## src/rtl/divn_pkg.sv

```systemverilog
package divn_pkg;
  localparam int MOD_W = 4;

  typedef struct packed {
    logic             preset;
    logic [MOD_W-1:0] modulus;
    logic [2:0]       firstW;
  } modeCfg_t;

  typedef struct packed {
    logic load;
    logic step;
  } dpCtrl_t;

  typedef struct packed {
    logic atOne;
    logic atTwo;
  } dpStat_t;

  function automatic modeCfg_t decodeMode(input logic [2:0] code);
    modeCfg_t c;
    c.preset  = 1'b0;
    c.modulus = 4'd10;
    c.firstW  = 3'd4;
    case (code)
      3'b100: begin c.modulus = 4'd2;  c.firstW = 3'd1; end
      3'b101: begin c.modulus = 4'd4;  c.firstW = 3'd2; end
      3'b110: begin c.modulus = 4'd8;  c.firstW = 3'd3; end
      3'b111: begin c.modulus = 4'd10; c.firstW = 3'd4; end
      3'b001: begin c.modulus = 4'd5;  c.firstW = 3'd3; end
      default: c.preset = 1'b1;
    endcase
    return c;
  endfunction
endpackage

```

## src/rtl/divn_datapath.sv

```systemverilog
module divn_datapath
  import divn_pkg::*;
#(
  parameter int FIRST_W     = 4,
  parameter int DIGIT_W     = 4,
  parameter int NUM_DECADES = 3,
  localparam int JAM_W      = FIRST_W + NUM_DECADES * DIGIT_W
) (
  input  logic             clk,
  input  logic             rstN,
  input  logic [JAM_W-1:0] jam,
  input  modeCfg_t         cfg,
  input  dpCtrl_t          ctrl,
  output dpStat_t          stat
);
  // Low nibble is stored raw; the mode splits it into first/last on read.
  logic [FIRST_W-1:0] lowQ, lowNext;
  logic [FIRST_W-1:0] firstMask, lastMask;
  logic [FIRST_W-1:0] firstVal, lastVal, firstNext, lastNext;
  logic               firstZero;

  logic [NUM_DECADES-1:0][DIGIT_W-1:0] digitQ, digitNext, jamDigits;
  logic [NUM_DECADES-1:0]              digitZero;
  logic [NUM_DECADES:0]                borrow;

  assign firstMask = ~({FIRST_W{1'b1}} << cfg.firstW);
  assign lastMask  = {FIRST_W{1'b1}} >> cfg.firstW;
  assign firstVal  = lowQ & firstMask;
  assign lastVal   = lowQ >> cfg.firstW;
  assign firstZero = (firstVal == '0);
  assign firstNext = firstZero ? FIRST_W'(cfg.modulus - 1'b1) : firstVal - 1'b1;
  assign borrow[0] = firstZero;

  for (genvar i = 0; i < NUM_DECADES; i++) begin : g_decade
    assign jamDigits[i]  = jam[FIRST_W + i*DIGIT_W +: DIGIT_W];
    assign digitZero[i]  = (digitQ[i] == '0);
    assign borrow[i+1]   = borrow[i] & digitZero[i];
    assign digitNext[i]  = !borrow[i] ? digitQ[i]
                         : (digitZero[i] ? DIGIT_W'(9) : digitQ[i] - 1'b1);
  end

  assign lastNext = borrow[NUM_DECADES] ? ((lastVal - 1'b1) & lastMask) : lastVal;
  assign lowNext  = (lastNext << cfg.firstW) | firstNext;

  logic upperZero, upperIsOne;
  assign upperZero  = (&digitZero) && (lastVal == '0);
  assign upperIsOne = (lastVal == '0) && (digitQ[0] == DIGIT_W'(1))
                   && (&(digitZero | NUM_DECADES'(1)));

  assign stat.atOne = upperZero && (firstVal == FIRST_W'(1));
  assign stat.atTwo = (upperZero && (firstVal == FIRST_W'(2)))
                   || ((cfg.modulus == MOD_W'(2)) && firstZero && upperIsOne);

  always_ff @(posedge clk or negedge rstN) begin
    if (!rstN) begin
      lowQ   <= '0;
      digitQ <= '0;
    end else if (ctrl.load) begin
      lowQ   <= jam[FIRST_W-1:0];
      digitQ <= jamDigits;
    end else if (ctrl.step) begin
      lowQ   <= lowNext;
      digitQ <= digitNext;
    end
  end
endmodule

```

## src/rtl/divn_control.sv

```systemverilog
module divn_control
  import divn_pkg::*;
(
  input  logic      clk,
  input  logic      rstN,
  input  logic [2:0] modeSel,
  input  logic      latchEn,
  input  dpStat_t   stat,
  output modeCfg_t  effCfg,
  output dpCtrl_t   ctrl,
  output logic      divOut
);
  modeCfg_t curCfg, heldCfgQ;
  logic     presetQ, dueQ, outQ, entry, fire;

  assign curCfg = decodeMode(modeSel);
  // During preset the count is still read with the last counting split.
  assign effCfg = curCfg.preset ? heldCfgQ : curCfg;
  assign entry  = curCfg.preset && !presetQ;

  always_comb begin
    if (curCfg.preset) fire = entry ? stat.atOne : dueQ;
    else               fire = stat.atOne;
  end

  assign ctrl.load = curCfg.preset || stat.atOne;
  assign ctrl.step = !ctrl.load;

  always_ff @(posedge clk or negedge rstN) begin
    if (!rstN) begin
      heldCfgQ <= decodeMode(3'b111);
      presetQ  <= 1'b0;
      dueQ     <= 1'b0;
      outQ     <= 1'b0;
    end else begin
      if (!curCfg.preset) heldCfgQ <= curCfg;
      presetQ <= curCfg.preset;
      dueQ    <= curCfg.preset && entry && stat.atTwo;
      outQ    <= fire || (latchEn && outQ);
    end
  end

  assign divOut = outQ;
endmodule

```

## src/rtl/divn_counter.sv

```systemverilog
module divn_counter
  import divn_pkg::*;
#(
  parameter int FIRST_W     = 4,
  parameter int DIGIT_W     = 4,
  parameter int NUM_DECADES = 3,
  localparam int JAM_W      = FIRST_W + NUM_DECADES * DIGIT_W
) (
  input  logic             clk,
  input  logic             rstN,
  input  logic [JAM_W-1:0] jam,
  input  logic [2:0]       modeSel,
  input  logic             latchEn,
  output logic             divOut
);
  modeCfg_t effCfg;
  dpCtrl_t  ctrl;
  dpStat_t  stat;

  divn_control u_ctrl (
    .clk(clk), .rstN(rstN), .modeSel(modeSel), .latchEn(latchEn),
    .stat(stat), .effCfg(effCfg), .ctrl(ctrl), .divOut(divOut)
  );

  divn_datapath #(
    .FIRST_W(FIRST_W), .DIGIT_W(DIGIT_W), .NUM_DECADES(NUM_DECADES)
  ) u_dp (
    .clk(clk), .rstN(rstN), .jam(jam), .cfg(effCfg), .ctrl(ctrl), .stat(stat)
  );
endmodule

```

## config.mk

```make
export PLATFORM = sky130hd
export DESIGN_NAME = divn_counter
export DESIGN_NICKNAME = d
export VERILOG_FILES = /design/src/rtl/divn_pkg.sv /design/src/rtl/divn_datapath.sv /design/src/rtl/divn_control.sv /design/src/rtl/divn_counter.sv
export SDC_FILE = /design/constraint.sdc
export NUM_CORES = 1
export LEC_CHECK = 0
export ABC_CLOCK_PERIOD_IN_PS = 3800
export BUFFER_PORTS_ARGS = -buffer_cell sky130_fd_sc_hd__clkbuf_2
export CAP_MARGIN = 20
export CORE_UTILIZATION = 37
export CTS_CLUSTER_DIAMETER = 200
export DETAILED_ROUTE_END_ITERATION = 10
export PLACE_DENSITY_LB_ADDON = 0.2
export SYNTH_ARGS = -nofsm -noshare
export SYNTH_HDL_FRONTEND = slang
export SYNTH_SLANG_ARGS = --single-unit
```

## constraint.sdc

```tcl
create_clock -name clk -period 3.8 [get_ports clk]
set_input_delay 0.19 -clock clk [delete_from_list [all_inputs] [get_ports clk]]
set_output_delay 0.19 -clock clk [all_outputs]
set_load 0.01 [all_outputs]
```

==> run metrics, run 1 <==
final setup slack of the worst path=around 0.60 ns; final hold vios=0; Slew headroom=40.8%; Total GRT Usage=~17%; # setup viols final=0; share of cells above drive strength 1=about 18%; initial antenna violation count=0; Mapped Cells=~230; final net count=276; via/cell ratio=5.60; required time worst endpoint=around 4.0 ns; Max-cap violations=0; P&R area growth vs syn=11.2%; hold path endpoint=u_ctrl.divOut$_DFF_PN0_; grt total ovfl=0; vias in the first global route=1568; CTS tree=built; DRT iter0 DRCs=113; clk root buf=clkbuf_8; Slew Limit Fails=0; register area share after synthesis=33.7%; mean post-synth cell area=8.51 µm²; run status=completed; setup_tns=0 ns; r2r worst-path depth=11; Tmin final=3.20 ns; die height=74.4 µm; final wirelength=4.50 mm; Critical Setup Path Class=reg -> reg; initial core utilization=39.7%; core area=~4900 µm²; Final period util=a little over four fifths; DP Cell Count=~310; EDFF count, synth=0; Initial DRT Pass Iterations=4; DR DRC count=0; R2R Path End=u_dp.lowQ[3]$_DFF_PN0_; reg2reg setup slack=between 0.6 and 0.7 ns; Hold Path Class=in -> reg; cell area after synthesis=1940 µm²; num rows=25; post-CTS setup repair buffer count=0; gp weighted congestion=0.900; die width=74.4 µm; Routed wire per std cell=14.4 µm; Worst-Skew Late Latency=approximately 0.27 ns; Setup Slack @ Placement=approximately 0.50 ns; die area=5540 µm²; # port buffers=22; CTS clk-pin slew, worst paths=0.09 ns; ANT nets after route=0; hpwl dp=3.36 mm; CTS sink cnt=26; first-pass GRT wire length=7.28 mm; Max Freq=roughly 0.31 GHz; Clock Skews=0.00419 ns; Synth Warn #=0; Hold Startpoint=latchEn; I/O Pins=23; RSZ-0062 raised after global routing=no; hold depth=3; Worst setup SP type=flip-flop; largest net degree at the start of global routing=27; ant diodes=0; Final Non-Filler Cells=313; worst-margin pin slew=~0.89 ns; number of fill cells in the layout=509; routed vias=1753; top_reg_cell synth=dfrtp_1; #FFs+latches synth=26; Clock Tree Buf Depth=2; post-CTS sizing=0; cts bufs inserted=3; H-tree Lvls=1; syn_nets=257; peak supply drop=0.000234 V; post-layout total power=0.892 mW; worst-path fanout max=19; asr flop ratio synth=100%; Worst EP arrival=3.39 ns; CP endpoint kind=flip-flop; P_leak=0.894 nW; r2r startpoint=u_ctrl.heldCfgQ[0]$_DFF_PN0_; Netlist cell types=63; CTS Hold Bufs=1; PD cells=414 nW/µm²
==> cells by family after synthesis <==
group	share of synthesized area, %
AO/OA/AOI/OAI	26.6
XOR/XNOR	3.16
adder cells (fa/ha/maj)	4.52
buffers and inverters	4.45
flip-flops	33.7
multiplexers	2.71
AND/OR/NAND/NOR	24.8
==> cell usage in the layout (no fill, tap or decap), types with 4 or more instances in the layout <==
cell      instances
a21oi_1          18
a31oi_1          10
and2_1            4
clkbuf_2         22
clkbuf_8          4
dfrtp_1          23
ha_1              7
inv_1             9
nand2_1          13
nand3_1           5
nor2_1           36
nor3_1            6
o211ai_1          5
o21a_1            5
o21ai_0           8
o21ai_1           4
xnor2_1           6
==> routing by layer <==
metal  share of wire, %  global-route usage [%]
met5                  0                       0
met4                1.7                    6.71
met3                4.8                    2.98
met2                 44                    25.8
met1                 50                    24.8
==> registers in the layout, summed over array words and instances, names as in the netlist <==
name and flops:
u_dp.digitQ 12, u_ctrl.heldCfgQ 7, u_dp.lowQ 4, u_ctrl.divOut 1, u_ctrl.dueQ 1, u_ctrl.presetQ 1
==> how the worst max path moves through the flow <==
stage / start / endpoint / slack, ns / depth (start not counted)
floorplan: u_ctrl.heldCfgQ[0]$_DFF_PN0_ / u_dp.lowQ[2]$_DFF_PN0_ / 1.28 / 12
global placement: modeSel[2] / u_dp.lowQ[3]$_DFF_PN0_ / 0.55 / 12
detailed placement: modeSel[2] / u_dp.lowQ[3]$_DFF_PN0_ / 0.50 / 12
CTS: u_ctrl.heldCfgQ[0]$_DFF_PN0_ / u_dp.lowQ[3]$_DFF_PN0_ / 0.63 / 11
global route: u_ctrl.heldCfgQ[0]$_DFF_PN0_ / u_dp.lowQ[3]$_DFF_PN0_ / 0.38 / 11
finish: u_ctrl.heldCfgQ[0]$_DFF_PN0_ / u_dp.lowQ[3]$_DFF_PN0_ / 0.60 / 11
==> critical path, stage by stage (launching register included) <==
cell,delay [ns]
dfrtp_1,0.40
nor2_1,0.25
a22o_1,0.36
a211o_1,0.21
and2_1,0.15
inv_1,0.06
ha_1,0.19
o2111a_2,0.15
a31oi_2,0.74
buf_4,0.33
o211ai_1,0.11
o211ai_1,0.16
==> layout make-up <==
type	count	area (µm²)	area share [%]
clock buffer	4	55.1	2.55
inverter	10	37.5	1.74
multi-input combinational	182	1200	55.6
sequential	26	654	30.3
tap	67	83.8	3.89
timing repair buffer	24	128	5.92
==> stage by stage <==
stage / area [µm²] / hold WS (ns) / util (%)
after floorplan: 1940 / -0.106 / -
after global placement: 2090 / 0.262 / 42.9
after detailed placement: 2090 / 0.259 / 42.9
after CTS: 2160 / 0.137 / 44.2
after global routing: 2160 / 0.131 / 44.2
final: 2160 / 0.133 / 44.2
==> power by group <==
part,internal [mW],leakage (nW),switching (mW)
clock,0.0927,0.0288,0.0898
sequential,0.323,0.297,0.0593
combinational,0.136,0.568,0.191
==> synthesized netlist by cell type (2+ instances only) <==
cell type	n	area [µm²]
nor2_1	36	135
dfrtp_1	23	576
a21oi_1	18	90.1
nand2_1	13	48.8
a31oi_1	10	62.6
inv_1	9	33.8
o21ai_0	8	40.0
ha_1	7	87.6
nor3_1	6	30.0
xnor2_1	6	52.6
buf_2	5	25.0
nand3_1	5	25.0
o211ai_1	5	37.5
o21a_1	5	37.5
and2_1	4	25.0
o21ai_1	4	20.0
dfstp_2	3	78.8
mux2i_1	3	30.0
nand2b_1	3	18.8
nor2b_1	3	18.8
o2111ai_1	3	26.3
a22o_1	2	17.5
and3_1	2	12.5
clkbuf_1	2	7.51
nor3_2	2	20.0
nor4_1	2	12.5
o2111a_2	2	25.0
or4_4	2	22.5
Note: power is estimated with default switching activity, not from simulation.
==> run 2: changes to the inputs <==
--- a/config.mk
+++ b/config.mk
@@ -5,7 +5,7 @@
 export SDC_FILE = /design/constraint.sdc
 export NUM_CORES = 1
 export LEC_CHECK = 0
-export ABC_CLOCK_PERIOD_IN_PS = 3800
+export ABC_CLOCK_PERIOD_IN_PS = 2800
 export BUFFER_PORTS_ARGS = -buffer_cell sky130_fd_sc_hd__clkbuf_2
 export CAP_MARGIN = 20
 export CORE_UTILIZATION = 37
==> constraint.sdc (replaced) <==
create_clock -name clk -period 2.8 [get_ports clk]
set_input_delay 0.14 -clock clk [delete_from_list [all_inputs] [get_ports clk]]
set_output_delay 0.14 -clock clk [all_outputs]
set_load 0.01 [all_outputs]
==> run 2 against run 1 <==
  * Critical path depth is 1 higher
  * Clock-buffer cell count is 1 lower
  * First-iteration DRC count is 50% lower
  * Largest power group unchanged
  * Sequential cell count stayed put
  * Hold slack worse by 0.064 ns
  * Sequential share of layout area is 1.6 points lower
==> run metrics, run 2 (synthesis gave the netlist of run 1 again) <==
Max-cap violations=0; Final period util=91.0%; post-layout total power=~1.3 mW; # port buffers=22; register area=654 µm²; cts bufs inserted=3; Initial DRT Pass Iterations=4; share of cells above drive strength 1=between 20% and 30%; final hold vios=0; Worst-Skew Late Latency=0.28 ns; final wirelength=between 4 and 5 mm; worst-path fanout max=5; gp weighted congestion=between 0.9 and 1; Clock Tree Buf Depth=2; M2 GR Usage=30.1%; number of fill cells in the layout=509; Crit path largest cell delay=0.40 ns; routed vias=roughly 1800; CP max-delay cell=dfrtp_1; post-CTS setup repair buffer count=0; PD cells=578 nW/µm²; core area=about 5000 µm²; CTS clk-pin slew, worst paths=0.10 ns; ANT nets after route=0; initial core utilization=39.7%; ant diodes=0; via/cell ratio=5.44; Max Freq=a little under 0.4 GHz; Top delay family on crit path=compound AO/OA/AOI/OAI gates; Critical Setup Path Class=reg -> reg; hpwl dp=around 3.5 mm; P_leak=between 0.9 and 1 nW; Worst setup SP type=flip-flop; met1 GRT Util=24.6%; Most Used Layer, Global Route=met2; CP endpoint kind=flip-flop; Slew Limit Fails=0; first-pass GRT wire length=7.69 mm; met3 Resource Use GR=3.52%; # setup viols final=0; final net count=288; Worst EP arrival=2.72 ns; CTS tree=built; P&R area growth vs syn=17.4%; run status=completed; peak supply drop=0.000356 V; Tmin final=2.55 ns; max reg flops=12; initial antenna violation count=0; Hold Path Class=in -> reg; worst-margin pin slew=0.670 ns; commonest non-fill, non-tap cell in the layout=nor2_1; clk root buf=clkbuf_8; Slew headroom=55.4%; die width=around 74 µm; largest net degree at the start of global routing=27; DRT iter0 DRCs=57; die area=5540 µm²; multi-input logic area=between 1000 and 1500 µm²; CTS sink cnt=26; H-tree Lvls=1; Routed wire per std cell=14.1 µm; required time worst endpoint=about 3 ns; I/O Pins=23; setup_tns=0 ns; grt total ovfl=0; most frequent cells in the layout=nor2_1 (35), dfrtp_1 (23), clkbuf_2 (22); largest reg by FF count=u_dp.digitQ; Clock Skews=0.00283 ns; RSZ-0062 raised after global routing=no; die height=74.4 µm; critical path, cell by cell=nor2_2, a22o_1, inv_2, a311o_1, o211ai_1, ha_1, and2_1, o2111ai_1, xnor2_1, a31o_1, o22ai_1, a31oi_1; num rows=25; vias in the first global route=around 1700; DR DRC count=0; Total GRT Usage=18.3%; Buffers & Inverters on Critical Path=1; biggest regs=u_dp.digitQ: 12 flops, u_ctrl.heldCfgQ: 7 flops, u_dp.lowQ: 4 flops
run 2: final cells by class:
class                           instances  share of cell area [%]
Clock buffer                            3                    1.81
Inverter                               10                    1.65
Multi-Input combinational cell        182                    53.2
Timing Repair Buffer                   36                    9.56
Sequential cell                        26                    28.7
Clock inverter                          1                    1.32
Tap cell                               67                    3.68
run 2: power breakdown:
part	leakage (nW)	switching, mW	internal, mW	total (mW)
Clock	0.0357	0.132	0.192	0.324
Combinational	0.625	0.269	0.206	0.474
Sequential	0.297	0.0798	0.438	0.518
run 2: path summary, 6_finish.rpt:
check                      depth (start not counted)                      endpoint  slack (ns)                         start
max                                               12        u_dp.lowQ[2]$_DFF_PN0_        0.25  u_ctrl.heldCfgQ[0]$_DFF_PN0_
min reg2reg                                        2       u_ctrl.divOut$_DFF_PN0_        0.49       u_ctrl.divOut$_DFF_PN0_
min in group asynchronous                          2  u_ctrl.heldCfgQ[0]$_DFF_PN0_        0.42                          rstN
min                                                2        u_dp.lowQ[0]$_DFF_PN0_        0.07                        jam[0]
max in group asynchronous                          2    u_dp.digitQ[4]$_DFFE_PN0P_        1.95                          rstN
max reg2reg                                       12        u_dp.lowQ[2]$_DFF_PN0_        0.25  u_ctrl.heldCfgQ[0]$_DFF_PN0_
run 2: worst register-to-register path, delay by kind of cell, from the launching register on:
family / cells / cell delay [ns]
buffers and inverters: 1 / 0.06
DFF: 1 / 0.40
AOI/OAI and AO/OA: 7 / 1.27
xor gates and xnor gates: 1 / 0.17
and+or+nand+nor: 2 / 0.30
adders and majority gates: 1 / 0.24
run 2: per-stage QoR:
| step | hold slack [ns] | instance area (µm²) | setup slack [ns] | util (%) | instances |
|---|---|---|---|---|---|
| finish | 0.0697 | 2280 | 0.252 | 46.7 | 325 |
| global route | 0.0681 | 2280 | 0.0253 | 46.7 | 325 |
| CTS | 0.0694 | 2260 | 0.118 | 46.4 | 325 |
| detailed placement | 0.217 | 2180 | 0.153 | 44.7 | 320 |
| floorplan | -0.156 | 1940 | 0.282 | - | 228 |
| global placement | 0.214 | 2180 | 0.103 | 44.7 | 320 |
run 2: metal layers:
metal	up-vias	routed length [µm]	part of all wire, %
met2	51	2140	47
met1	814	2150	47
met3	8	243	5.3
li1	895	-	-
met4	0	55	1.2
met5	-	0	0
run 2: timing repair:
item | CTS | global route
endpoints found under the setup margin | 0 | 9
hold buffers | 1 | 0
endpoints found under the hold margin | 23 | 0
gates resized for setup | 0 | 3
==> run 3: changes to the inputs <==
--- a/config.mk
+++ b/config.mk
@@ -12,6 +12,7 @@
 export CTS_CLUSTER_DIAMETER = 200
 export DETAILED_ROUTE_END_ITERATION = 10
 export PLACE_DENSITY_LB_ADDON = 0.2
+export RECOVER_POWER = 100
 export SYNTH_ARGS = -nofsm -noshare
 export SYNTH_HDL_FRONTEND = slang
 export SYNTH_SLANG_ARGS = --single-unit
==> run 3 against run 2 <==
  * Sequential cell count unchanged
  * First-iteration DRC count is 81% higher
  * Via count grew 0.23%
  * Utilization fell by 0.41 points
  * Register-to-register slack lost 0.04 ns
  * Setup slack got worse by 0.038 ns
  * Non-clock buffer count unchanged
  * Clock skew is 0.0015 ns higher
  * Final cell count unchanged
  * Total power down 0.24%
  * Hold slack hardly changed
  * Largest cell class unchanged
==> run metrics, run 3 (synthesis gave the netlist of run 1 again) <==
required time worst endpoint=3.00 ns; peak supply drop=0.000352 V; Final period util=between 90% and 100%; Critical Setup Path Class=reg -> reg; DR DRC count=0; most frequent cells in the layout=nor2_1 (35), dfrtp_1 (23), clkbuf_2 (20); max reg flops=12; Max-cap violations=0; cts bufs inserted=3; # setup viols final=0; post-layout total power=1.31 mW; setup_tns=0 ns; H-tree Lvls=1; share of cells above drive strength 1=19.8%; worst-margin pin slew=about 1.4 ns; Initial DRT Pass Iterations=4; vias in the first global route=1676; Total GRT Usage=18.3%; I/O Pins=23; commonest non-fill, non-tap cell in the layout=nor2_1; run status=completed; grt total ovfl=0; initial antenna violation count=0; Clk pwr share=around 25%; Hold Path Class=in -> reg; first-pass GRT wire length=7.69 mm; clk root buf=clkbuf_8; Final Non-Filler Cells=325; CTS tree=built; Crit path top cell by count=inv_1; switch share=about 37%; DP Cell Count=320; Pint=between 0.8 and 0.9 mW; CTS clk-pin slew, worst paths=0.10 ns; Slew headroom=about 4.2%; Worst setup SP type=flip-flop; final wirelength=around 4.6 mm; CTS sink cnt=26; Slew Limit Fails=0; Worst EP arrival=2.79 ns; num rows=25; Worst-Skew Late Latency=0.28 ns; P&R area growth vs syn=16.4%; initial core utilization=39.7%; switching power=0.481 mW; final setup slack of the worst path=0.213 ns; final net count=between 200 and 300; routed vias=around 1800; combinational share of power=a little over a third; Clock Tree Buf Depth=2; DRT iter0 DRCs=103; final hold vios=0; critical path, cell by cell=inv_1, o311ai_1, and2_0, inv_1, ha_1, o2111a_1, a31oi_4, clkbuf_2, nor2_1, a31oi_1; die width=74.4 µm; ANT nets after route=0; P_leak=0.936 nW; Sequential Power Share=39.4%; Clock Skews=~0.0044 ns; Routed wire per std cell=between 10 and 15 µm; core area=4880 µm²; Tmin final=2.59 ns; post-CTS setup repair buffer count=0; Crit path largest cell delay=0.45 ns; largest net degree at the start of global routing=27; RSZ-0062 raised after global routing=no; largest reg by FF count=u_dp.digitQ; PD cells=roughly 580 nW/µm²; Setup Slack @ Placement=0.153 ns; gp weighted congestion=0.903; CP max-delay cell=dfrtp_1; biggest regs=u_dp.digitQ: 12 flops, u_ctrl.heldCfgQ: 7 flops, u_dp.lowQ: 4 flops; die area=5540 µm²; via/cell ratio=5.45; die height=74.4 µm; Max Freq=0.387 GHz; # port buffers=22; CP endpoint kind=flip-flop; hpwl dp=about 3.5 mm; ant diodes=0; worst-path fanout max=11
-- run 3: final timing paths --
| kind | to | startpoint | cells past startpoint | slack [ns] |
|---|---|---|---|---|
| max | u_dp.digitQ[1]$_DFFE_PN0P_ | u_dp.lowQ[3]$_DFF_PN0_ | 10 | 0.21 |
| min | u_dp.lowQ[0]$_DFF_PN0_ | jam[0] | 2 | 0.07 |
| max reg2reg | u_dp.digitQ[1]$_DFFE_PN0P_ | u_dp.lowQ[3]$_DFF_PN0_ | 10 | 0.21 |
| min reg2reg | u_ctrl.divOut$_DFF_PN0_ | u_ctrl.divOut$_DFF_PN0_ | 2 | 0.49 |
| max in group asynchronous | u_dp.digitQ[4]$_DFFE_PN0P_ | rstN | 2 | 1.24 |
| min in group asynchronous | u_ctrl.heldCfgQ[0]$_DFF_PN0_ | rstN | 2 | 0.72 |
-- run 3: per-stage QoR --
stage	hold WS (ns)	instance area (µm²)	utilization, %
floorplan	-0.156	1940	-
global placement	0.214	2180	44.7
detailed placement	0.217	2180	44.7
CTS	0.0694	2260	46.4
global route	0.0681	2260	46.3
finish	0.0699	2260	46.3
-- run 3: critical path: cells and delay by family, from the launching register on --
family	cells	cell delay (ns)
AO/OA/AOI/OAI	4	1.05
buffers and inverters	3	0.50
flip-flops	1	0.45
AND/OR/NAND/NOR	2	0.31
adder cells (fa/ha/maj)	1	0.20
-- run 3: cell type report --
type,count,area (µm²)
clock inverters,1,30.0
repair buffers,36,204
well taps,67,83.8
clock buffers,3,41.3
flip-flops and latches,26,654
multi-input cells,182,1210
fillers,514,2620
inverters,10,37.5
-- run 3: power by group through the flow --
| stage | clock network, mW | registers (mW) | logic, mW |
|---|---|---|---|
| 3_5_place_dp | 0 | 0.523 | 0.464 |
| 6_report | 0.325 | 0.517 | 0.471 |
| 4_1_cts | 0.332 | 0.516 | 0.469 |
| 3_3_place_gp | 0 | 0.524 | 0.465 |
| 5_1_grt | 0.344 | 0.527 | 0.526 |
| 2_1_floorplan | 0 | 0.497 | 0.346 |
-- run 3: timing repair --
| action | CTS | global route |
|---|---|---|
| gates resized for setup | 0 | 3 |
| endpoints found under the setup margin | 0 | 9 |
| endpoints found under the hold margin | 23 | 0 |
| hold buffers | 1 | 0 |
-- run 3: per-layer routing --
| layer | global-route usage (%) | wire, µm | vias up |
|---|---|---|---|
| met1 | 24.6 | 2190 | 824 |
| li1 | - | - | 897 |
| met5 | 0 | 0 | - |
| met2 | 30.1 | 2170 | 43 |
| met4 | 5.03 | 51 | 0 |
| met3 | 3.52 | 192 | 8 |
